--- src/rtl/cpm_pkg.sv ---
package cpm_pkg;
  // control word fields
  localparam int CTL_HALT  = 0;
  localparam int CTL_GO    = 1;
  localparam int CTL_MODEA = 2;
  localparam int CTL_MODEB = 3;
  localparam int STS_ERR   = 4;

  // GO counts only with a mode bit and without a halt request
  function automatic logic go_valid(input logic [31:0] w);
    return w[CTL_GO] & (w[CTL_MODEA] | w[CTL_MODEB]) & ~w[CTL_HALT];
  endfunction

  function automatic logic [31:0] status_word(input logic halted, input logic err);
    logic [31:0] s;
    s = '0;
    s[CTL_HALT] = halted;
    s[STS_ERR]  = err;
    return s;
  endfunction
endpackage

--- src/rtl/cpm_unlock.sv ---
module cpm_unlock #(
  parameter int          DATA_W = 32,
  parameter logic [31:0] KEY    = 32'hC10C_4EED
) (
  input  logic              clk,
  input  logic              rst_n,
  input  logic              key_wr,
  input  logic [DATA_W-1:0] key_val,
  output logic              unlocked
);
  always_ff @(posedge clk or negedge rst_n) begin
    if (!rst_n)      unlocked <= 1'b0;
    else if (key_wr) unlocked <= (key_val == DATA_W'(KEY));
  end


  key_opens_chk: assert property (@(posedge clk) disable iff (!rst_n)
    key_wr && key_val == DATA_W'(KEY) |=> unlocked);

  bad_key_closes_chk: assert property (@(posedge clk) disable iff (!rst_n)
    key_wr && key_val != DATA_W'(KEY) |=> !unlocked);
endmodule

--- src/rtl/cpm_engine.sv ---
module cpm_engine
  import cpm_pkg::*;
(
  input  logic        clk,
  input  logic        rst_n,
  input  logic        ctl_wr,
  input  logic [31:0] ctl_word,
  output logic        halted,
  output logic        go_ok
);
  logic halt_req;
  assign halt_req = ctl_wr & ctl_word[CTL_HALT];
  assign go_ok    = ctl_wr & go_valid(ctl_word);

  always_ff @(posedge clk or negedge rst_n) begin
    if (!rst_n)        halted <= 1'b0;
    else if (halt_req) halted <= 1'b1;
    else if (go_ok)    halted <= 1'b0;
  end


  halt_takes_chk: assert property (@(posedge clk) disable iff (!rst_n)
    halt_req |=> halted);

  go_nomode_chk: assert property (@(posedge clk) disable iff (!rst_n)
    halted && ctl_wr && ctl_word[CTL_GO] && !ctl_word[CTL_MODEA] && !ctl_word[CTL_MODEB]
    |=> halted);

  go_restarts_chk: assert property (@(posedge clk) disable iff (!rst_n)
    go_ok |=> !halted);
endmodule

--- src/rtl/cpm_mask_bank.sv ---
module cpm_mask_bank #(
  parameter int NUM_POL = 4,
  parameter int NUM_CLK = 32,
  localparam int POL_W  = (NUM_POL > 1) ? $clog2(NUM_POL) : 1
) (
  input  logic               clk,
  input  logic               rst_n,
  input  logic               mask_wr,
  input  logic [POL_W-1:0]   mask_idx,
  input  logic [NUM_CLK-1:0] mask_val,
  input  logic               halted,
  input  logic               go_ok,
  input  logic [POL_W-1:0]   act_pol,
  output logic [NUM_CLK-1:0] rd_mask,
  output logic [NUM_CLK-1:0] clk_en,
  output logic               err
);
  logic [NUM_CLK-1:0] mask_q [NUM_POL];
  logic               blocked;
  logic               refresh;
  logic [NUM_CLK-1:0] sel_mask;

  assign blocked = mask_wr & ~halted;
  assign refresh = go_ok | ~halted;

  for (genvar g = 0; g < NUM_POL; g++) begin : g_pol
    always_ff @(posedge clk or negedge rst_n) begin
      if (!rst_n)
        mask_q[g] <= '1;
      else if (mask_wr && halted && int'(mask_idx) == g)
        mask_q[g] <= mask_val;
    end


    run_write_drop_chk: assert property (@(posedge clk) disable iff (!rst_n)
      blocked && int'(mask_idx) == g |=> $stable(mask_q[g]));
  end

  always_comb begin
    rd_mask  = (int'(mask_idx) < NUM_POL) ? mask_q[mask_idx] : '0;
    sel_mask = (int'(act_pol)  < NUM_POL) ? mask_q[act_pol]  : '0;
  end

  always_ff @(posedge clk or negedge rst_n) begin
    if (!rst_n) begin
      clk_en <= '1;
      err    <= 1'b0;
    end else begin
      if (refresh) clk_en <= sel_mask;
      if (blocked) err    <= 1'b1;
    end
  end


  err_raise_chk: assert property (@(posedge clk) disable iff (!rst_n)
    blocked |=> err);

  err_sticky_chk: assert property (@(posedge clk) disable iff (!rst_n)
    err |=> err);

  hold_when_halted_chk: assert property (@(posedge clk) disable iff (!rst_n)
    halted && !go_ok |=> $stable(clk_en));
endmodule

--- src/rtl/clk_policy_mask.sv ---
module clk_policy_mask
  import cpm_pkg::*;
#(
  parameter int          NUM_POL   = 4,
  parameter int          NUM_CLK   = 32,
  parameter int          DATA_W    = 32,
  parameter int          ADDR_W    = 3,
  parameter int          MASK_BASE = 4,
  parameter logic [31:0] KEY       = 32'hC10C_4EED,
  localparam int         POL_W     = (NUM_POL > 1) ? $clog2(NUM_POL) : 1
) (
  input  logic               clk,
  input  logic               rst_n,
  input  logic [ADDR_W-1:0]  bus_addr,
  input  logic [DATA_W-1:0]  bus_wdata,
  input  logic               bus_wr,
  output logic [DATA_W-1:0]  bus_rdata,
  input  logic [POL_W-1:0]   act_pol,
  output logic [NUM_CLK-1:0] clk_en
);
  logic               unlocked, halted, go_ok, err;
  logic               hit_key, hit_ctl, hit_mask;
  logic [ADDR_W-1:0]  mask_off;
  logic [POL_W-1:0]   mask_idx;
  logic [NUM_CLK-1:0] rd_mask;
  logic [31:0]        ctl_word;

  assign hit_key  = (bus_addr == ADDR_W'(0));
  assign hit_ctl  = (bus_addr == ADDR_W'(1));
  assign hit_mask = (int'(bus_addr) >= MASK_BASE) && (int'(bus_addr) < MASK_BASE + NUM_POL);
  assign mask_off = bus_addr - ADDR_W'(MASK_BASE);
  assign mask_idx = mask_off[POL_W-1:0];
  assign ctl_word = 32'(bus_wdata);

  cpm_unlock #(.DATA_W(DATA_W), .KEY(KEY)) u_unlock (
    .clk(clk), .rst_n(rst_n), .key_wr(bus_wr & hit_key),
    .key_val(bus_wdata), .unlocked(unlocked));

  cpm_engine u_engine (
    .clk(clk), .rst_n(rst_n), .ctl_wr(bus_wr & hit_ctl & unlocked),
    .ctl_word(ctl_word), .halted(halted), .go_ok(go_ok));

  cpm_mask_bank #(.NUM_POL(NUM_POL), .NUM_CLK(NUM_CLK)) u_bank (
    .clk(clk), .rst_n(rst_n), .mask_wr(bus_wr & hit_mask & unlocked),
    .mask_idx(mask_idx), .mask_val(bus_wdata[NUM_CLK-1:0]),
    .halted(halted), .go_ok(go_ok), .act_pol(act_pol),
    .rd_mask(rd_mask), .clk_en(clk_en), .err(err));

  always_comb begin
    bus_rdata = '0;
    if (hit_key)       bus_rdata = DATA_W'(unlocked);
    else if (hit_ctl)  bus_rdata = DATA_W'(status_word(halted, err));
    else if (hit_mask) bus_rdata = DATA_W'(rd_mask);
  end


  locked_ctl_ignored_chk: assert property (@(posedge clk) disable iff (!rst_n)
    !unlocked && bus_wr && hit_ctl |=> $stable(halted));

  locked_err_ignored_chk: assert property (@(posedge clk) disable iff (!rst_n)
    !unlocked && !err |=> !err);
endmodule

--- config.mk ---
export PLATFORM = sky130hd
export DESIGN_NAME = clk_policy_mask
export DESIGN_NICKNAME = d
export VERILOG_FILES = /design/src/rtl/cpm_pkg.sv /design/src/rtl/cpm_unlock.sv /design/src/rtl/cpm_engine.sv /design/src/rtl/cpm_mask_bank.sv /design/src/rtl/clk_policy_mask.sv
export SDC_FILE = /design/constraint.sdc
export NUM_CORES = 1
export LEC_CHECK = 0
export BUFFER_PORTS_ARGS = -buffer_cell sky130_fd_sc_hd__buf_2
export CAP_MARGIN = 0
export CORE_ASPECT_RATIO = 1.4
export CORE_MARGIN = 2
export CORE_UTILIZATION = 45
export CTS_CLUSTER_SIZE = 28
export DETAILED_ROUTE_END_ITERATION = 8
export PLACE_DENSITY = 0.67
export SLEW_MARGIN = 20
export SYNTH_ARGS = -nofsm -noshare
export SYNTH_HDL_FRONTEND = slang
export SYNTH_SLANG_ARGS = --single-unit
--- constraint.sdc ---
create_clock -name clk -period 2 [get_ports clk]
set_input_delay 0.3 -clock clk [delete_from_list [all_inputs] [get_ports clk]]
set_output_delay 0.3 -clock clk [all_outputs]
set_load 0.02 [all_outputs]
==> reports/summary.txt, run 1 <==
Run status: completed
Total track usage: 0.213
Pwr Density: 674 mW/mm^2
Initial Util: 0.461
CTS Sinks: 163
Post-synth EDFFs: 0
Overflow after GRT: 0
Post-synth top area share: 0.505
Syn Inst Count: 487
DIE WIDTH: 119 um
Kind of critical path: register to output pin
Number of buffers created by CTS: 17
Post-synth top area cell: dfstp_2
Seq/Total Area, Yosys: 0.514
DR pass1 iterations: 6
Reg2reg start: u_unlock.unlocked$_DFFE_PN0P_
Synthesized flop and latch total: 163
Clk pin slew, worst setup/hold paths: 0.06 ns
Die footprint: 0.0196 sq mm
Area of the mapped netlist: 0.00832 sq mm
H-tree levels: 4
Antenna violation net count after detailed routing: 0
Pin count of the biggest net entering global routing: 52
Slew HR: 0.711
Post-route cell area: 0.00986 sq mm
Hold Fails Final Rpt: 0
Slew Limit Fails: 0
Cell depth of the worst hold path: 2
Detailed Route WL: 19,700 um
# setup viols final: 0
Placer congestion estimate: 0.749
Core footprint: 0.0181 sq mm
HP Class: primary input to register
First-pass GRT wire length: 31,400 um
Antenna violations before repair: 0
Vias in the first global route: 5,548
Max_cap viols: 0
Longest Clk Path Bufs: 2
TritonCTS clock tree: done
Crit path DAT: 1.64 ns
Critical path launch point type: register
Post-DR wirelength/cell: 23.1 um
RR Endpoint: u_bank.clk_en[22]$_DFFE_PN1P_
Post-synth top flop: dfstp_2
# DRC: 0
RSZ-0062 raised after global routing: no
CP Data Required Time: 1.70 ns
Worst hold endpoint: u_bank.mask_q[126]$_DFFE_PN1P_
Max FO, Critical Path: 3
Worst r2r path cells: 4
Syn_nets: 527
Max IR drop VDD: 0.527 mV
Die height: 165 um
Layout Utilization: 0.546
Fmax: 0.516 GHz
Later-pin clock latency in the skew report: 0.42 ns
Port bufs: 103
Async set-or-reset flop fraction in the synthesized netlist: 1.00
DR vias/cell: 5.73
Setup slack, reg-to-reg: 0.27 ns
Vias post-DR: 4,886
FP Rows: 58
HPWL Detailed: 13,100 um
Area growth from synthesis to layout: 18.4%
Netlist cell types: 33
Register area: 0.00428 sq mm
Antenna diodes: 0
Hold path start: bus_wdata[30]
Clock skew: 0.00954 ns
Tcrit/Tclk final: 0.968
Clk root buf: clkbuf_16
Dominant cells by area after synthesis: dfstp_2, mux4_2, mux2_2, mux2_4, mux2_1
P_leak: 0.00428 uW
IO Pins: 104
Post-CTS Repair Setup Buffers: 0
Final net count: 642
Minimum clock period: 1.94 ns
Layout cell share with drive strength beyond 1: 0.858
Layout fillers: 1,460
Worst Setup End Kind: output pin
DR iter-0 viols: 260
Warnings from Yosys: 0
Area of the multi-input gates: 0.00383 sq mm
Area post-placement: 0.00932 sq mm
Worst-margin pin slew: 0.434 ns
Mean Syn Cell Area: 17.1 sq um
-- synthesized netlist by cell type, types with 2 or more instances --
library cell  count
dfstp_2         160
mux2_2          109
mux4_2           64
and2_1           30
mux2_4           30
mux2_1           21
buf_2            11
clkbuf_1         11
buf_6             7
buf_4             6
nand2_1           4
dfrtp_1           3
inv_1             3
nand4b_1          3
nor3_2            3
nand3_1           2
nor2_1            2
o31ai_1           2
or4b_1            2
-- worst max-delay path, stage by stage (launching register included) --
cell and delay [ns]:
dfstp_2 0.37, mux4_2 0.47, nand2_1 0.09, o21ai_1 0.10
buf_2 0.19
-- cell type report --
class | count | area share
inverter | 3 | 0.00114
clock inverter | 6 | 0.00584
clock buffer | 23 | 0.0475
multi-input combinational | 286 | 0.389
tap | 240 | 0.0305
timing repair buffer | 131 | 0.0923
sequential | 163 | 0.434
-- placed cells by master (no fill, tap or decap), types with 2 or more instances in the layout --
cell type,n
clkbuf_8,2
inv_1,3
dfstp_2,160
buf_12,14
dfrtp_1,3
nand3_1,2
or4b_1,2
clkbuf_1,4
and2_1,30
mux4_2,64
nand2_1,4
clkbuf_16,17
mux2_1,21
clkinv_2,4
nand4b_1,3
mux2_4,30
mux2_2,109
nor3_4,3
nor2_1,2
o31ai_1,2
buf_2,102
buf_4,13
-- repair_timing --
action	CTS	global route
resized for setup	1	0
hold endpoints to repair	1	0
hold buffers	1	0
setup endpoints to repair	1	0
-- flip-flops by register name, indices dropped and copies added (netlist names) --
| signal | cells |
|---|---|
| u_engine.halted | 1 |
| u_unlock.unlocked | 1 |
| u_bank.clk_en | 32 |
| u_bank.mask_q | 128 |
| u_bank.err | 1 |
-- layer usage --
metal  global-route usage  part of all wire
met5                    0                 0
met1                0.254              0.42
met2                0.390              0.54
met3               0.0425             0.033
met4               0.0590             0.013
-- through the flow --
stage	setup slack [ns]	total power, uW	hold slack [ns]	std cells	setup TNS [ns]
finish	0.0632	6650	0.176	852	0
global placement	0.0341	3710	0.245	822	0
floorplan	0.0768	3490	0.00441	487	0
global route	0.00655	6880	0.172	852	0
CTS	0.0210	6730	0.159	852	0
detailed placement	-0.00617	3720	0.261	822	-0.00617
-- logic make-up after synthesis --
family / count (synthesis) / share of synthesized area
AO/OA/AOI/OAI: 6 / 0.00767
buffers and inverters: 38 / 0.0278
flip-flops: 163 / 0.514
AND/OR/NAND/NOR: 55 / 0.0461
multiplexers: 225 / 0.404
-- worst max-delay path by stage --
stage                                 start                             to  slack (ns)  cells past startpoint
2_1_floorplan                   bus_addr[0]                   bus_rdata[4]        0.08                      5
3_3_place_gp                    bus_addr[0]                   bus_rdata[0]        0.03                      6
3_5_place_dp                  bus_wdata[13]  u_unlock.unlocked$_DFFE_PN0P_      -0.006                      4
4_1_cts        u_bank.mask_q[4]$_DFFE_PN1P_                   bus_rdata[4]        0.02                      4
5_1_grt                         bus_addr[0]                   bus_rdata[0]       0.007                      6
6_report       u_bank.mask_q[4]$_DFFE_PN1P_                   bus_rdata[4]        0.06                      4
-- report_power, final --
group	internal [uW]	switching (uW)
Sequential	3320	0.0000000520
Clock	1750	1230
Combinational	124	230
No activity file was read; power rests on OpenSTA's default activity.
==> inputs of run 2 (changes only) <==
- PLACE_DENSITY: 0.67 -> 0.7
- clock period: 2 -> 1.7 ns (I/O delays scaled with it)
==> reports/summary.txt, run 2 (same netlist as run 1, synthesis figures left out) <==
FP Rows: 58
Post-route cell area: 0.0107 sq mm
Core footprint: 0.0181 sq mm
P_sw: 1850 uW
Detailed Route WL: 20,100 um
Sw Ratio: 0.224
Die height: 165 um
RR Endpoint: u_bank.clk_en[28]$_DFFE_PN1P_
Initial Util: 0.461
Largest Register: u_bank.mask_q
Final hold slack: 0.0821 ns
Worst Setup End Kind: output pin
DIE WIDTH: 119 um
Die footprint: 0.0196 sq mm
Run status: finished with violations
DR iter-0 viols: 242
Post-DR wirelength/cell: 22.0 um
HPWL Detailed: 13,200 um
Area post-placement: 0.00936 sq mm
PnR worst setup slack: -0.150 ns
Longest Clk Path Bufs: 2
Max_cap viols: 0
Critical path launch point type: register
P_leak: 0.00470 uW
Max IR drop VDD: 0.575 mV
Slew Limit Fails: 0
Max FFs per register: 128
Tcrit/Tclk final: 1.09
# setup viols final: 32
Clock network power share: 0.476
Failing checks: negative setup slack
Worst r2r path cells: 5
Max FO, Critical Path: 3
Fmax: 0.541 GHz
Overflow after GRT: 0
Area growth from synthesis to layout: 28.4%
Cts hold-fix bufs: 0
Clk pin slew, worst setup/hold paths: 0.07 ns
Vias in the first global route: 5,680
Layout fillers: 1,399
H-tree levels: 4
Cell Int Power: 6430 uW
# DRC: 0
TritonCTS clock tree: done
Placer congestion estimate: 0.794
Total track usage: 0.214
Most frequent cells in the layout: dfstp_2, mux2_2, buf_2, buf_4, mux4_2
DR pass1 iterations: 4
Setup slack, reg-to-reg: 0.01 ns
Reg power frac: 0.471
Antenna violation net count after detailed routing: 0
HP Class: primary input to asynchronous set/reset pin
DR vias/cell: 5.59
Clock skew: 0.00792 ns
Later-pin clock latency in the skew report: 0.43 ns
RSZ-0062 raised after global routing: yes
IO Pins: 104
CP Data Required Time: 1.44 ns
Antenna diodes: 0
Crit path DAT: 1.59 ns
Number of buffers created by CTS: 17
Kind of critical path: register to output pin
Worst-margin pin slew: 0.491 ns
Hold Fails Final Rpt: 0
First-pass GRT wire length: 31,600 um
Slew HR: 0.672
Final net count: 700
Most common cell after layout, fill and taps aside: dfstp_2
CTS Sinks: 163
Layout cell share with drive strength beyond 1: 0.926
Combinational share of power: 0.052
Vias post-DR: 5,100
Antenna violations before repair: 0
Minimum clock period: 1.85 ns
Biggest regs: u_bank.mask_q: 128 flops, u_bank.clk_en: 32 flops
Port bufs: 103
Reg2reg start: u_unlock.unlocked$_DFFE_PN0P_
Pwr Density: 775 mW/mm^2
Pin count of the biggest net entering global routing: 50
Clk root buf: clkbuf_16
-- run 2: timing repair --
item | CTS | global route
pin swaps | 4 | 3
buffers inserted | 44 | 9
gates cloned | 0 | 1
setup endpoints to repair | 84 | 64
resized for setup | 90 | 13
-- run 2: per-layer routing --
layer  vias up  wire [um]  GRT usage
met3        24        955     0.0407
li1       2205          -          -
met1      2722       7960      0.261
met4         0        382     0.0839
met5         -          0          0
met2       149      10800      0.377
-- run 2: power by group through the flow --
stage	registers (uW)	logic (uW)	clock network, uW
after global routing	3900	470	4180
after detailed placement	3960	436	0
final	3900	434	3940
after global placement	3960	427	0
after floorplan	3960	152	0
after CTS	3900	442	4020
-- run 2: how the worst max path moves through the flow --
stage,start,endpoint,slack (ns),cells after the start
6_report,u_bank.mask_q[32]$_DFFE_PN1P_,bus_rdata[0],-0.15,4
5_1_grt,u_bank.mask_q[32]$_DFFE_PN1P_,bus_rdata[0],-0.18,4
4_1_cts,u_bank.mask_q[0]$_DFFE_PN1P_,bus_rdata[0],-0.17,4
3_5_place_dp,bus_addr[0],bus_rdata[31],-0.19,5
3_3_place_gp,bus_addr[0],bus_rdata[30],-0.16,5
2_1_floorplan,bus_addr[0],bus_rdata[10],-0.08,4
-- run 2: final cells by class --
| class | count | area, sq um | share of cell area |
|---|---|---|---|
| sequential | 163 | 4280 | 0.401 |
| multi-input combinational | 286 | 3920 | 0.367 |
| timing repair buffer | 189 | 1560 | 0.146 |
| inverter | 3 | 11.3 | 0.00105 |
| clock buffer | 22 | 494 | 0.0462 |
| clock inverter | 10 | 120 | 0.0112 |
| tap | 240 | 300 | 0.0281 |
-- run 2: critical path: stages, from the launching register on --
cell,delay (ns)
dfstp_2,0.38
mux4_2,0.46
nand2_2,0.09
o31ai_4,0.09
buf_6,0.14
-- run 2: per-stage QoR --
step	power [uW]	std cells	util	setup slack (ns)	setup TNS, ns
2_1_floorplan	4110	487	-	-0.0827	-1.70
3_3_place_gp	4380	827	0.518	-0.160	-13.02
3_5_place_dp	4390	827	0.518	-0.193	-16.89
4_1_cts	8360	903	0.585	-0.166	-4.06
5_1_grt	8550	913	0.591	-0.178	-5.13
6_report	8280	913	0.591	-0.150	-3.56
==> inputs of run 3 (changes only) <==
- ABC_AREA: unset -> 1
- REMOVE_ABC_BUFFERS: unset -> 1
==> reports/summary.txt, run 3 <==
Run status: finished with violations
Failing checks: negative setup slack
Post-route cell area: 0.0102 sq mm
Post-synth EDFFs: 0
# DRC: 0
Placer congestion estimate: 0.835
CTS Sinks: 163
Pwr Density: 824 mW/mm^2
Clock skew: 0.0159 ns
DR pass1 iterations: 5
Vias post-DR: 7,427
Detailed Route WL: 22,700 um
Netlist cell types: 22
Largest Register: u_bank.mask_q
DIE WIDTH: 119 um
Seq/Total Area, Yosys: 0.511
Clk pin slew, worst setup/hold paths: 0.07 ns
H-tree levels: 4
PnR worst setup slack: -0.0263 ns
HPWL Detailed: 14,500 um
Sw Ratio: 0.253
Max IR drop VDD: 0.537 mV
TritonCTS clock tree: done
Clock network power share: 0.437
Cell Int Power: 6280 uW
Most instantiated cells after synthesis: nand2_1, o21ai_0, dfstp_2
Area post-placement: 0.00934 sq mm
HP Class: primary input to asynchronous set/reset pin
Layout fillers: 1,770
First-pass GRT wire length: 36,000 um
Pin count of the biggest net entering global routing: 65
P_leak: 0.00427 uW
Max FO, Critical Path: 2
Mean Syn Cell Area: 7.63 sq um
Initial Util: 0.454
Max FFs per register: 128
Most common cell after layout, fill and taps aside: nand2_1
Antenna violations before repair: 0
RSZ-0062 raised after global routing: yes
Worst-margin pin slew: 0.420 ns
Post-synth top flop: dfstp_2
Async set-or-reset flop fraction in the synthesized netlist: 1.00
FP Rows: 59
Clk root buf: clkbuf_16
Synth Area in XOR/XNOR: 0
IO Pins: 104
Post-DR wirelength/cell: 15.7 um
Post-synth top area share: 0.502
Worst Setup End Kind: output pin
Max_cap viols: 0
Largest family of logic cells by synthesized area: simple AND/OR/NAND/NOR gates
Area growth from synthesis to layout: 21.6%
# setup viols final: 2
Layout cell share with drive strength beyond 1: 0.357
Syn Inst Count: 1,098
DR iter-0 viols: 512
P_sw: 2120 uW
Compound-gate portion of the synthesized area: 0.184
Critical path launch point type: register
Hold Fails Final Rpt: 0
Post-synth top area cell: dfstp_2
CP Data Required Time: 1.44 ns
Port bufs: 103
Core footprint: 0.0185 sq mm
Die height: 165 um
Mux cell area share after synthesis: 0
DR vias/cell: 5.13
Kind of critical path: register to output pin
Cts hold-fix bufs: 0
Vias in the first global route: 7,179
Slew Limit Fails: 0
Number of buffers created by CTS: 17
Post-Synth Adder-Cell Area: 0
Reg power frac: 0.478
Tcrit/Tclk final: 1.02
Later-pin clock latency in the skew report: 0.42 ns
Total track usage: 0.232
Combinational share of power: 0.085
Synthesized flop and latch total: 163
Pre-CTS setup slack: 0.113 ns
Dominant cells by area after synthesis: dfstp_2, nand2_1, o21ai_0, inv_1, nor2_1
Antenna diodes: 0
Crit path DAT: 1.47 ns
Simple-gate area share of the yosys netlist: 0.223
Antenna violation net count after detailed routing: 0
Longest Clk Path Bufs: 2
Most frequent cells in the layout: nand2_1, dfstp_2, o21ai_0, nor2_1, buf_2
Fmax: 0.579 GHz
Tot Pwr: 8400 uW
Area of the mapped netlist: 0.00838 sq mm
Warnings from Yosys: 0
Layout Utilization: 0.552
Slew HR: 0.720
Die footprint: 0.0197 sq mm
Overflow after GRT: 0
Minimum clock period: 1.73 ns
Biggest regs: u_bank.mask_q: 128 flops, u_bank.clk_en: 32 flops
Most instantiated library cell after synthesis: nand2_1
Final net count: 1,232
==> run 3: cell count changes after synthesis, sizes merged, moves of 35 or more <==
| cell | before | now |
|---|---|---|
| mux4 | 64 | 0 |
| clkbuf | 11 | 46 |
| nor2 | 2 | 78 |
| mux2 | 160 | 0 |
| nand2 | 4 | 354 |
| o21ai | 1 | 225 |
| nand3 | 2 | 39 |
| inv | 3 | 105 |
==> run 3: power by group through the flow <==
| stage | Combinational [uW] | Clock, uW | Sequential [uW] |
|---|---|---|---|
| 6_report | 710 | 3670 | 4020 |
| 5_1_grt | 784 | 3920 | 4020 |
| 4_1_cts | 708 | 3750 | 4020 |
| 3_5_place_dp | 701 | 0 | 4070 |
| 3_3_place_gp | 693 | 0 | 4070 |
| 2_1_floorplan | 255 | 0 | 4140 |
==> run 3: final timing paths <==
check | start | endpoint | slack [ns] | cells past startpoint
setup / recovery | u_bank.mask_q[0]$_DFFE_PN1P_ | bus_rdata[0] | -0.03 | 5
setup reg to reg | u_unlock.unlocked$_DFFE_PN0P_ | u_bank.mask_q[108]$_DFFE_PN1P_ | 0.31 | 5
max in group asynchronous | rst_n | u_bank.mask_q[57]$_DFFE_PN1P_ | 1.30 | 2
hold / removal | rst_n | u_bank.mask_q[86]$_DFFE_PN1P_ | 0.04 | 1
hold reg to reg | u_bank.err$_DFFE_PN0P_ | u_bank.err$_DFFE_PN0P_ | 0.47 | 2
min in group clk | bus_wdata[0] | u_engine.halted$_DFFE_PN0P_ | 0.12 | 3
==> run 3: logic make-up (layout without fill, tap and decap cells) <==
family | count (synthesis) | in the layout
compound gates | 291 | 291
buf+inv | 173 | 280
flops | 163 | 163
simple gates | 471 | 471
==> run 3: cell type report <==
| type | instances | area, sq um | area share |
|---|---|---|---|
| multi-input cells | 762 | 3550 | 0.348 |
| flip-flops and latches | 163 | 4280 | 0.420 |
| well taps | 244 | 305 | 0.0300 |
| clock buffers | 19 | 443 | 0.0435 |
| inverters | 105 | 395 | 0.0388 |
| clock inverters | 13 | 124 | 0.0122 |
| repair buffers | 143 | 1090 | 0.107 |
==> run 3: worst max-delay path, stage by stage, from the launching register on <==
cell and delay [ns]:
dfstp_2 0.55, inv_2 0.03, o22ai_1 0.14, nor2_1 0.05
o21bai_1 0.12, buf_4 0.16
==> run 3: layer usage <==
| metal | up-vias | track usage | wire length, um | share of wire |
|---|---|---|---|---|
| met2 | 207 | 0.394 | 11300 | 0.50 |
| met1 | 3464 | 0.303 | 9860 | 0.43 |
| met4 | 0 | 0.0840 | 476 | 0.021 |
| met5 | - | 0 | 0 | 0 |
| met3 | 35 | 0.0361 | 1040 | 0.046 |
| li1 | 3721 | - | - | - |
==> run 3: what timing repair did <==
action	CTS	global route
pin swaps	38	60
setup buffers	4	4
setup endpoints to repair	32	32
gates resized for setup	112	63
cloned	0	0
==> run 3: metrics by stage <==
stage	setup TNS, ns	std cells	hold slack, ns
detailed placement	0	1409	0.443
global placement	0	1409	0.442
finish	-0.0288	1449	0.0402
CTS	-0.108	1445	0.0589
floorplan	-68.43	1030	-0.0406
global route	-1.80	1449	0.0854
